## config.mk

```make
export PLATFORM = sky130hd
export DESIGN_NAME = perfmon_grouped
export DESIGN_NICKNAME = d
export VERILOG_FILES = /design/src/rtl/perfmon_pkg.sv /design/src/rtl/perfmon_bitvec.sv /design/src/rtl/perfmon_counter.sv /design/src/rtl/perfmon_irq.sv /design/src/rtl/perfmon_grouped.sv
export SDC_FILE = /design/constraint.sdc
export NUM_CORES = 1
export LEC_CHECK = 0
export ABC_CLOCK_PERIOD_IN_PS = 2800
export BUFFER_PORTS_ARGS = -buffer_cell sky130_fd_sc_hd__buf_2
export CAP_MARGIN = 10
export CORE_UTILIZATION = 52
export CTS_BUF_LIST = sky130_fd_sc_hd__clkbuf_4 sky130_fd_sc_hd__clkbuf_8 sky130_fd_sc_hd__clkbuf_16
export CTS_CLUSTER_DIAMETER = 120
export CTS_CLUSTER_SIZE = 25
export DETAILED_ROUTE_END_ITERATION = 8
export PLACE_DENSITY = 0.69
export SETUP_SLACK_MARGIN = 0.02
export SYNTH_ARGS = -nofsm -noshare
export SYNTH_HDL_FRONTEND = slang
export SYNTH_SLANG_ARGS = --single-unit
```

## constraint.sdc

```tcl
create_clock -name clk -period 2.8 [get_ports clk]
set_clock_uncertainty 0.1 [all_clocks]
set_input_delay 0.14 -clock clk [delete_from_list [all_inputs] [get_ports clk]]
set_output_delay 0.14 -clock clk [all_outputs]
set_load 0.05 [all_outputs]
```

## src/rtl/perfmon_pkg.sv

```systemverilog
package perfmon_pkg;

  localparam logic [11:0] A_GCTRL = 12'h000;
  localparam logic [11:0] A_CFG   = 12'h004;
  localparam logic [11:0] A_ENSET = 12'h200;
  localparam logic [11:0] A_ENCLR = 12'h280;
  localparam logic [11:0] A_OVF   = 12'h400;

  localparam int GEN_BIT  = 0;
  localparam int CRST_BIT = 1;
  localparam int GEN_GRP_BIT = 11;

  typedef enum logic [3:0] {
    RG_NONE, RG_GCTRL, RG_CFG, RG_GRP, RG_ENSET, RG_ENCLR,
    RG_IESET, RG_IECLR, RG_OVF, RG_EVT, RG_CNT
  } reg_kind_e;

  typedef struct packed {
    reg_kind_e  kind;
    logic [7:0] idx;
  } reg_hit_t;

  // Address regions: 0x000 globals, 0x100 groups, 0x200/0x280 enable set/clear,
  // 0x300/0x380 irq-enable set/clear, 0x400 overflow, 0x800 selectors, 0xC00 values.
  function automatic reg_hit_t pm_decode(input logic [11:0] a);
    reg_hit_t h;
    h.kind = RG_NONE;
    h.idx  = a[9:2];
    if (a[1:0] == 2'b00) begin
      unique case (a[11:10])
        2'b00: begin
          unique case (a[9:8])
            2'b00: begin
              if (a[7:2] == 6'd0)      h.kind = RG_GCTRL;
              else if (a[7:2] == 6'd1) h.kind = RG_CFG;
            end
            2'b01: begin
              h.kind = RG_GRP;
              h.idx  = {2'b00, a[7:2]};
            end
            2'b10: begin
              h.kind = a[7] ? RG_ENCLR : RG_ENSET;
              h.idx  = {3'b000, a[6:2]};
            end
            default: begin
              h.kind = a[7] ? RG_IECLR : RG_IESET;
              h.idx  = {3'b000, a[6:2]};
            end
          endcase
        end
        2'b01: begin
          if (a[9:7] == 3'b000) begin
            h.kind = RG_OVF;
            h.idx  = {3'b000, a[6:2]};
          end
        end
        2'b10:   h.kind = RG_EVT;
        default: h.kind = RG_CNT;
      endcase
    end
    return h;
  endfunction

endpackage

```

## src/rtl/perfmon_bitvec.sv

```systemverilog
module perfmon_bitvec #(
  parameter int N = 8
) (
  input  logic         clk,
  input  logic         rst,
  input  logic [N-1:0] set_mask,
  input  logic [N-1:0] clr_mask,
  output logic [N-1:0] q
);
  // Set wins over clear so a hardware event is never lost to a racing clear.
  always_ff @(posedge clk) begin
    if (rst) q <= '0;
    else     q <= (q & ~clr_mask) | set_mask;
  end
endmodule

```

## src/rtl/perfmon_counter.sv

```systemverilog
module perfmon_counter #(
  parameter int NUM_EVENTS = 8,
  parameter int SEL_W      = 3
) (
  input  logic                  clk,
  input  logic                  rst,
  input  logic                  count_ok,
  input  logic [NUM_EVENTS-1:0] events,
  input  logic                  sel_we,
  input  logic                  val_we,
  input  logic                  clr_all,
  input  logic [31:0]           wdata,
  output logic [SEL_W-1:0]      sel,
  output logic [31:0]           val,
  output logic                  wrap
);
  localparam int PAD = 1 << SEL_W;

  logic [PAD-1:0] ev_pad;
  logic           evt_hit;

  always_comb begin
    ev_pad = '0;
    ev_pad[NUM_EVENTS-1:0] = events;
  end

  assign evt_hit = count_ok && ev_pad[sel];
  assign wrap    = evt_hit && !clr_all && !val_we && (&val);

  always_ff @(posedge clk) begin
    if (rst)         sel <= '0;
    else if (sel_we) sel <= wdata[SEL_W-1:0];
  end

  always_ff @(posedge clk) begin
    if (rst)          val <= '0;
    else if (clr_all) val <= '0;
    else if (val_we)  val <= wdata;
    else if (evt_hit) val <= val + 32'd1;
  end
endmodule

```

## src/rtl/perfmon_irq.sv

```systemverilog
module perfmon_irq #(
  parameter int N = 8
) (
  input  logic         clk,
  input  logic         rst,
  input  logic [N-1:0] flags,
  input  logic [N-1:0] enables,
  output logic         irq
);
  always_ff @(posedge clk) begin
    if (rst) irq <= 1'b0;
    else     irq <= |(flags & enables);
  end
endmodule

```

## src/rtl/perfmon_grouped.sv

```systemverilog
module perfmon_grouped #(
  parameter int NUM_GROUPS    = 2,
  parameter int CNT_PER_GROUP = 4,
  parameter int NUM_EVENTS    = 8
) (
  input  logic                  clk,
  input  logic                  rst,
  input  logic                  bus_we,
  input  logic                  bus_re,
  input  logic [11:0]           bus_addr,
  input  logic [31:0]           bus_wdata,
  output logic [31:0]           bus_rdata,
  output logic                  bus_rvalid,
  input  logic [NUM_EVENTS-1:0] event_in,
  output logic                  irq
);
  import perfmon_pkg::*;

  localparam int NCNT  = NUM_GROUPS * CNT_PER_GROUP;
  localparam int SEL_W = (NUM_EVENTS > 1) ? $clog2(NUM_EVENTS) : 1;
  localparam logic [7:0] NG_F  = 8'(NUM_GROUPS);
  localparam logic [7:0] NC_F  = 8'(NCNT);
  localparam logic [3:0] CPG_F = 4'(CNT_PER_GROUP);

  reg_hit_t hit;
  assign hit = pm_decode(bus_addr);

  logic                  gen_q;
  logic                  clr_all;
  logic [NUM_GROUPS-1:0] grp_en_q;
  logic [NCNT-1:0]       en_q, ien_q, ovf_q;
  logic [NCNT-1:0]       en_set, en_clr, ie_set, ie_clr, ovf_clr;
  logic [NCNT-1:0]       wrap, count_ok;
  logic [31:0]           cnt_val [NCNT];
  logic [SEL_W-1:0]      cnt_sel [NCNT];
  logic [NCNT*32-1:0]    cnt_flat;
  logic [31:0]           rd_nxt;

  // Global control: bit 0 latches, bit 1 is a one-shot counter clear.
  always_ff @(posedge clk) begin
    if (rst)                              gen_q <= 1'b0;
    else if (bus_we && hit.kind == RG_GCTRL) gen_q <= bus_wdata[GEN_BIT];
  end
  assign clr_all = bus_we && (hit.kind == RG_GCTRL) && bus_wdata[CRST_BIT];

  for (genvar g = 0; g < NUM_GROUPS; g++) begin : g_grp
    always_ff @(posedge clk) begin
      if (rst)
        grp_en_q[g] <= 1'b0;
      else if (bus_we && hit.kind == RG_GRP && hit.idx == 8'(g))
        grp_en_q[g] <= bus_wdata[GEN_GRP_BIT];
    end
  end

  // Per-counter write masks from packed 32-bit words.
  always_comb begin
    en_set  = '0;
    en_clr  = '0;
    ie_set  = '0;
    ie_clr  = '0;
    ovf_clr = '0;
    for (int n = 0; n < NCNT; n++) begin
      if (bus_we && hit.idx == 8'(n / 32)) begin
        en_set[n]  = (hit.kind == RG_ENSET) && bus_wdata[n % 32];
        en_clr[n]  = (hit.kind == RG_ENCLR) && bus_wdata[n % 32];
        ie_set[n]  = (hit.kind == RG_IESET) && bus_wdata[n % 32];
        ie_clr[n]  = (hit.kind == RG_IECLR) && bus_wdata[n % 32];
        ovf_clr[n] = (hit.kind == RG_OVF)   && bus_wdata[n % 32];
      end
    end
  end

  perfmon_bitvec #(.N(NCNT)) u_en (
    .clk(clk), .rst(rst), .set_mask(en_set), .clr_mask(en_clr), .q(en_q));
  perfmon_bitvec #(.N(NCNT)) u_ien (
    .clk(clk), .rst(rst), .set_mask(ie_set), .clr_mask(ie_clr), .q(ien_q));
  perfmon_bitvec #(.N(NCNT)) u_ovf (
    .clk(clk), .rst(rst), .set_mask(wrap), .clr_mask(ovf_clr), .q(ovf_q));

  for (genvar n = 0; n < NCNT; n++) begin : g_cnt
    assign count_ok[n] = gen_q && grp_en_q[n / CNT_PER_GROUP] && en_q[n];

    perfmon_counter #(.NUM_EVENTS(NUM_EVENTS), .SEL_W(SEL_W)) u_cnt (
      .clk     (clk),
      .rst     (rst),
      .count_ok(count_ok[n]),
      .events  (event_in),
      .sel_we  (bus_we && hit.kind == RG_EVT && hit.idx == 8'(n)),
      .val_we  (bus_we && hit.kind == RG_CNT && hit.idx == 8'(n)),
      .clr_all (clr_all),
      .wdata   (bus_wdata),
      .sel     (cnt_sel[n]),
      .val     (cnt_val[n]),
      .wrap    (wrap[n])
    );

    assign cnt_flat[n*32 +: 32] = cnt_val[n];
  end

  perfmon_irq #(.N(NCNT)) u_irq (
    .clk(clk), .rst(rst), .flags(ovf_q), .enables(ien_q), .irq(irq));

  // Read mux, registered one cycle.
  always_comb begin
    rd_nxt = '0;
    unique case (hit.kind)
      RG_GCTRL: rd_nxt[GEN_BIT] = gen_q;
      RG_CFG:   rd_nxt = {NG_F, 16'h0000, NC_F};
      RG_GRP: begin
        for (int g = 0; g < NUM_GROUPS; g++) begin
          if (hit.idx == 8'(g)) begin
            rd_nxt[27:24]       = CPG_F;
            rd_nxt[GEN_GRP_BIT] = grp_en_q[g];
          end
        end
      end
      RG_ENSET, RG_ENCLR, RG_IESET, RG_IECLR, RG_OVF: begin
        for (int n = 0; n < NCNT; n++) begin
          if (hit.idx == 8'(n / 32)) begin
            if (hit.kind == RG_OVF)                             rd_nxt[n % 32] = ovf_q[n];
            else if (hit.kind == RG_ENSET || hit.kind == RG_ENCLR) rd_nxt[n % 32] = en_q[n];
            else                                                rd_nxt[n % 32] = ien_q[n];
          end
        end
      end
      RG_EVT: begin
        for (int n = 0; n < NCNT; n++)
          if (hit.idx == 8'(n)) rd_nxt[SEL_W-1:0] = cnt_sel[n];
      end
      RG_CNT: begin
        for (int n = 0; n < NCNT; n++)
          if (hit.idx == 8'(n)) rd_nxt = cnt_val[n];
      end
      default: rd_nxt = '0;
    endcase
  end

  always_ff @(posedge clk) begin
    if (rst) begin
      bus_rdata  <= '0;
      bus_rvalid <= 1'b0;
    end else begin
      bus_rvalid <= bus_re;
      if (bus_re) bus_rdata <= rd_nxt;
    end
  end
endmodule

```

==> flow_metrics.tcl, run 1 <==
set metrics [dict create \
    cts_sinks 341 \
    combPwrFrac_pct 8.0 \
    fin_nets 2692 \
    ant_nets 0 \
    drt_pre_antenna_iters 6 \
    grt_pass1_wl_um 112000 \
    place_congestion 1.01 \
    portBuffers 89 \
    post_cts.repair.setup_buffers 0 \
    startpoint_type "register" \
    routed_via_density 6.51 \
    critPathKind "register to register" \
    status "finished, final reports clean" \
    rows 71 \
    rsz0062_at_grt "no" \
    grt_util_met3_pct 5.45 \
    netlist_instances 2563 \
    drive_gt1_share_pct 10.8 \
    design_area_mm2 0.0220 \
    synth.most_common_cell "dfxtp_1" \
    die_y_um 198 \
    fmax_mhz 375 \
    place_hpwl_um 54800 \
    async_flop_share_pct 0 \
    setup_viol 0 \
    power_density_mw_per_mm2 377 \
    grt_max_degree 66 \
    dieArea_mm2 0.0390 \
    wire_per_inst_um 23.6 \
    synth_area_leaders "dfxtp_1 (34%), a21oi_1 (8.3%), o21ai_0 (8.0%)" \
    netlist.top_cell.by_area "dfxtp_1" \
    yosysWarningCount 0 \
    dpl-instance-area_mm2 0.0213 \
    vias 20462 \
    antenna_found_initial 4 \
    maxCapViolCount 0 \
    finalCriticalPeriod_ns 2.67 \
    drt_wl_total_um 74200 \
    crit_path_max_fanout 8 \
    start_util_pct 52.8 \
    drc 0 \
    core_mm2 0.0377 \
    drtIter0Drc 2635 \
    worst_pin_slew_ns 0.834 \
    cts_tree "done" \
    p_clk_share_pct 33.6 \
    io_pins 90 \
    p_leak_nw 6.90 \
    htree_num_levels 1 \
    synth_nets 2627 \
    synth.distinct_cells 78 \
    synth_flop_cell "dfxtp_1" \
    clockRootBuffer "clkbuf_16" \
    cts-buffers-inserted 17 \
    synth_common_cells "dfxtp_1 (341), a21oi_1 (330), o21ai_0 (318)" \
    netlist_area_mm2 0.0199 \
    path_clk_slew_ns 0.11 \
    switching_share_pct 25.9 \
    cp.required_ns 3.13 \
    yosys.area.top_type_share_pct 34.3 \
    peakVddDrop_mv 0.354 \
    grtUsageMet2_pct 58.5 \
    power.internal_mw 6.16 \
    fin_crit_sh_pct 95.4 \
    end_kind "register" \
    grt_pass1_vias 18695 \
    ys_ff_latch 341 \
    hold_viol_final 0 \
    hp-class "input port to register" \
    maxSlewViolCount 0 \
    seq_power_share_pct 58.4 \
    synth_area_per_cell_um2 7.76 \
    use_met1_pct 52.7 \
    clockBufferDepth 3 \
    die_x_um 198 \
    grt_overflow 0 \
    worstPathArrival_ns 3.00 \
    p_sw_mw 2.15 \
    worstSkewPairLatency_ns 0.54 \
    synth_edf_count 0 \
    tns_ns 0 \
    grt_use_total_pct 37.4 \
    relSlewSlack_pct 42.8 \
    synth-seq-area-share_pct 34.3 \
    grt-busiest-layer "met2" \
    area_growth_syn_to_layout_pct 10.7 \
]
==> power groups by stage <==
stage	sequential, mW	combinational, mW	clock (mW)
finish	4.85	0.667	2.79
global route	4.86	0.699	2.96
floorplan	4.97	0.312	0
global placement	4.97	0.604	0
detailed placement	4.97	0.611	0
CTS	4.85	0.644	2.79
==> cell usage in the layout, fill, tap and decap left out, types with 9 or more instances in the layout <==
cell type and count:
xor2_1 82, a22oi_1 32, xnor2_1 163, a31oi_1 10, nand2_1 244, nand3_1 111
and3_1 52, dlygate4sd3_1 31, a21oi_1 330, o21ai_1 15, buf_12 13, mux2_2 12
a311oi_1 9, buf_2 89, and4_1 29, nand4_1 94, mux4_2 16, or3_1 11
nor2b_1 13, inv_1 44, nor3_1 80, clkbuf_16 17, o21ai_0 318, and2_1 11
mux2i_1 68, buf_4 101, nor2_1 122, nor4_1 33, dfxtp_1 341
==> critical path, stage by stage (launching register included) <==
cell	delay, ns
dfxtp_1	0.46
mux4_2	0.52
mux2i_1	0.67
nor2_1	0.14
buf_4	0.22
and4_1	0.20
xnor2_1	0.18
a21oi_1	0.09
==> area by class of cell <==
class	count	area, um^2
fill	3548	15600
multi-input combinational	1990	12200
sequential	341	6830
timing repair buffer	234	1770
tap	511	639
clock buffer	17	425
inverter	44	165
clock inverter	2	13.8
antenna	3	7.51
==> metrics by stage <==
stage	total power [mW]	cells	utilization, %	setup WS, ns	hold WS [ns]
6_report	8.31	3142	58.5	0.130	0.00464
5_1_grt	8.52	3139	58.5	0.0410	0.0286
4_1_cts	8.29	3139	58.5	0.171	0.0102
3_5_place_dp	5.58	3089	56.5	0.116	0.375
3_3_place_gp	5.57	3089	56.5	0.0943	0.363
2_1_floorplan	5.29	2563	-	0.395	0.207
==> logic make-up after synthesis <==
logic type	after synthesis	synth area share (%)
multiplexers	96	5.91
AND/OR/NAND/NOR	857	21.8
XOR/XNOR	245	10.8
adder cells (fa/ha/maj)	8	0.503
buffers and inverters	232	4.72
flip-flops	341	34.3
AO/OA/AOI/OAI	784	21.9
==> what timing repair did <==
item,in CTS,in global routing
hold buffers,31,0
endpoints found under the hold margin,178,0
gates resized for setup,0,0
==> flip-flops by register name (all words and copies together) (netlist names), 2 cells and up <==
register         flops
g_cnt.u_cnt.sel     24
u_ovf.q              8
u_en.q               8
grp_en_q             2
bus_rdata           32
g_cnt.u_cnt.val    256
u_ien.q              8
==> path summary, 6_finish.rpt <==
kind	start	to	slack, ns	cells after the start
setup / recovery	g_cnt[1].u_cnt.sel[0]	g_cnt[1].u_cnt.val[7]	0.13	7
hold / removal	bus_wdata[3]	u_ien.q[3]	0.005	3
setup reg to reg	g_cnt[1].u_cnt.sel[0]	g_cnt[1].u_cnt.val[7]	0.13	7
hold reg to reg	u_ien.q[6]	u_ien.q[6]	0.39	2
==> routing by layer <==
metal,routed length [um],part of all wire [%]
met5,0,0
met4,2560,3.5
met3,7840,11
met2,32700,44
met1,31000,42
Power figures use the tool's default switching activity.
==> run 2, diff against run 1 <==
--- a/config.mk
+++ b/config.mk
@@ -8,13 +8,12 @@
 export ABC_CLOCK_PERIOD_IN_PS = 2800
 export BUFFER_PORTS_ARGS = -buffer_cell sky130_fd_sc_hd__buf_2
 export CAP_MARGIN = 10
-export CORE_UTILIZATION = 52
+export CORE_UTILIZATION = 25
 export CTS_BUF_LIST = sky130_fd_sc_hd__clkbuf_4 sky130_fd_sc_hd__clkbuf_8 sky130_fd_sc_hd__clkbuf_16
 export CTS_CLUSTER_DIAMETER = 120
 export CTS_CLUSTER_SIZE = 25
 export DETAILED_ROUTE_END_ITERATION = 8
-export PLACE_DENSITY = 0.69
-export SETUP_SLACK_MARGIN = 0.02
+export SETUP_SLACK_MARGIN = 0.15
 export SYNTH_ARGS = -nofsm -noshare
 export SYNTH_HDL_FRONTEND = slang
 export SYNTH_SLANG_ARGS = --single-unit
==> run 2 against run 1 <==
  * Register-to-register slack better by 0.13 ns
  * Sequential cell count stayed put
  * Via count is 2.6% lower
  * Worst setup slack better by 0.13 ns
  * Cell count is 17% higher
  * Die area is 110% higher
  * Hold slack better by 0.028 ns
  * Utilization is 30 points lower
  * Critical path depth is 1 higher
  * Global-route usage is 19 points lower
  * First-iteration DRC count is 20% lower
  * Count of clock-buffer cells in the layout stayed put
  * Critical path type unchanged
==> flow_metrics.tcl, run 2 (synthesis gave the netlist of run 1 again) <==
set metrics [dict create \
    htree_num_levels 1 \
    place_congestion 0.960 \
    largest_register_ffs 256 \
    drive_gt1_share_pct 11.2 \
    grt_pass1_vias 18311 \
    grt_max_degree 95 \
    status "finished, final reports clean" \
    fillCellCount 8599 \
    dpl-instance-area_mm2 0.0219 \
    cp.required_ns 3.19 \
    drt_pre_antenna_iters 7 \
    place_hpwl_um 57800 \
    crit_path_max_fanout 5 \
    cts_sinks 341 \
    maxSlewViolCount 0 \
    die_y_um 284 \
    use_met1_pct 25.1 \
    clockBufferDepth 3 \
    clockRootBuffer "clkbuf_16" \
    relSlewSlack_pct 52.5 \
    grt_use_total_pct 18.6 \
    drc 0 \
    layout_common_cells "dfxtp_1 (339), a21oi_1 (330), o21ai_0 (318)" \
    vias 19931 \
    rows 103 \
    cp_num_buf_inv 2 \
    tns_ns 0 \
    fmax_mhz 394 \
    hp-class "input port to register" \
    cts-buffers-inserted 17 \
    critPathKind "register to register" \
    portBuffers 89 \
    grt_pass1_wl_um 117000 \
    fin_nets 2698 \
    grt-busiest-layer "met2" \
    reg_top3 "g_cnt.u_cnt.val (256), bus_rdata (32), g_cnt.u_cnt.sel (24)" \
    design_area_mm2 0.0227 \
    rsz0062_at_grt "no" \
    grt_overflow 0 \
    grt_util_met3_pct 1.94 \
    regMostFlops "g_cnt.u_cnt.val" \
    final_common_cell "dfxtp_1" \
    routed_via_density 5.41 \
    post_cts.repair.setup_buffers 0 \
    area_growth_syn_to_layout_pct 14.3 \
    maxCapViolCount 0 \
    path_clk_slew_ns 0.10 \
    fin_crit_sh_pct 90.7 \
    worstPathArrival_ns 2.93 \
    power_density_mw_per_mm2 369 \
    timing.final.ws_setup_ns 0.260 \
    hold_viol_final 0 \
    dp_slack_ns 0.0871 \
    startpoint_type "register" \
    core_mm2 0.0789 \
    cts_tree "done" \
    ant_nets 0 \
    antenna_found_initial 6 \
    drtIter0Drc 2121 \
    io_pins 90 \
    end_kind "register" \
    start_util_pct 25.2 \
    p_leak_nw 6.94 \
    utilization_pct 28.8 \
    path_cells "and4_2, nand4_1, buf_4, nor4_2, buf_4, nand4_1, or3b_2, a21oi_1" \
    die_x_um 284 \
    slowest_stage "or3b_2" \
    path_delay_family "simple AND/OR/NAND/NOR gates" \
    wire_per_inst_um 21.2 \
    worst_pin_slew_ns 0.712 \
    peakVddDrop_mv 0.299 \
    dieArea_mm2 0.0807 \
    grtUsageMet2_pct 30.8 \
    drt_wl_total_um 78100 \
    worstSkewPairLatency_ns 0.56 \
    finalCriticalPeriod_ns 2.54 \
    cp_slowest_stage_delay_ns 0.53 \
    setup_viol 0 \
]
==> run 2: cell count changes in the layout (fill, tap and decap cells not counted), moves of 2 or more <==
cell | before | now
nor2_2 | 0 | 2
dfxtp_2 | 0 | 2
dfxtp_1 | 341 | 339
buf_12 | 13 | 10
nor2_1 | 122 | 120
buf_4 | 101 | 109
==> run 2: worst min-delay path, stage by stage <==
cell and delay (ns):
buf_2 0.30, nand2_1 0.13, a21oi_1 0.05
==> run 2: per-stage QoR <==
step,total power [mW],instances,hold slack (ns)
2_1_floorplan,5.29,2563,0.207
3_3_place_gp,5.58,3633,0.358
3_5_place_dp,5.58,3633,0.365
4_1_cts,8.40,3683,0.00653
5_1_grt,8.62,3687,0.0194
6_report,8.39,3687,0.0326
==> run 2: metal layers <==
layer | share of wire, % | up-vias
met4 | 3.4 | 0
met2 | 46 | 737
met5 | 0 | -
met3 | 6.8 | 121
li1 | - | 9407
met1 | 43 | 9666
==> run 2: where the power goes <==
part           leakage, nW  switching, mW  total, mW  internal, mW
Sequential            2.75        0.00349       4.86          4.85
Clock                0.216           1.75       2.87          1.11
Combinational         3.97          0.471      0.667         0.196
==> run 2: area by class of cell <==
class / instances / area, um^2 / share of cell area [%]
sequential: 341 / 6830 / 30.0
clock buffer: 17 / 425 / 1.87
inverter: 44 / 165 / 0.727
multi-input combinational: 1990 / 12200 / 53.6
antenna: 4 / 10.0 / 0.0440
clock inverter: 1 / 11.3 / 0.0495
timing repair buffer: 240 / 1780 / 7.85
tap: 1050 / 1310 / 5.78
==> run 2: path summary, 6_finish.rpt <==
check	startpoint	to	cells past startpoint	slack (ns)
hold reg to reg	u_ovf.q[2]	u_ovf.q[2]	2	0.38
setup reg to reg	g_cnt[1].u_cnt.val[5]	u_ovf.q[1]	8	0.26
hold / removal	bus_wdata[2]	g_cnt[5].u_cnt.sel[2]	3	0.03
setup / recovery	g_cnt[1].u_cnt.val[5]	u_ovf.q[1]	8	0.26
==> run 2: repair_timing <==
action / 4_1_cts / 5_1_grt
resized for setup: 0 / 5
endpoints found under the setup margin: 0 / 6
hold endpoints to repair: 183 / 0
hold buffers: 32 / 0
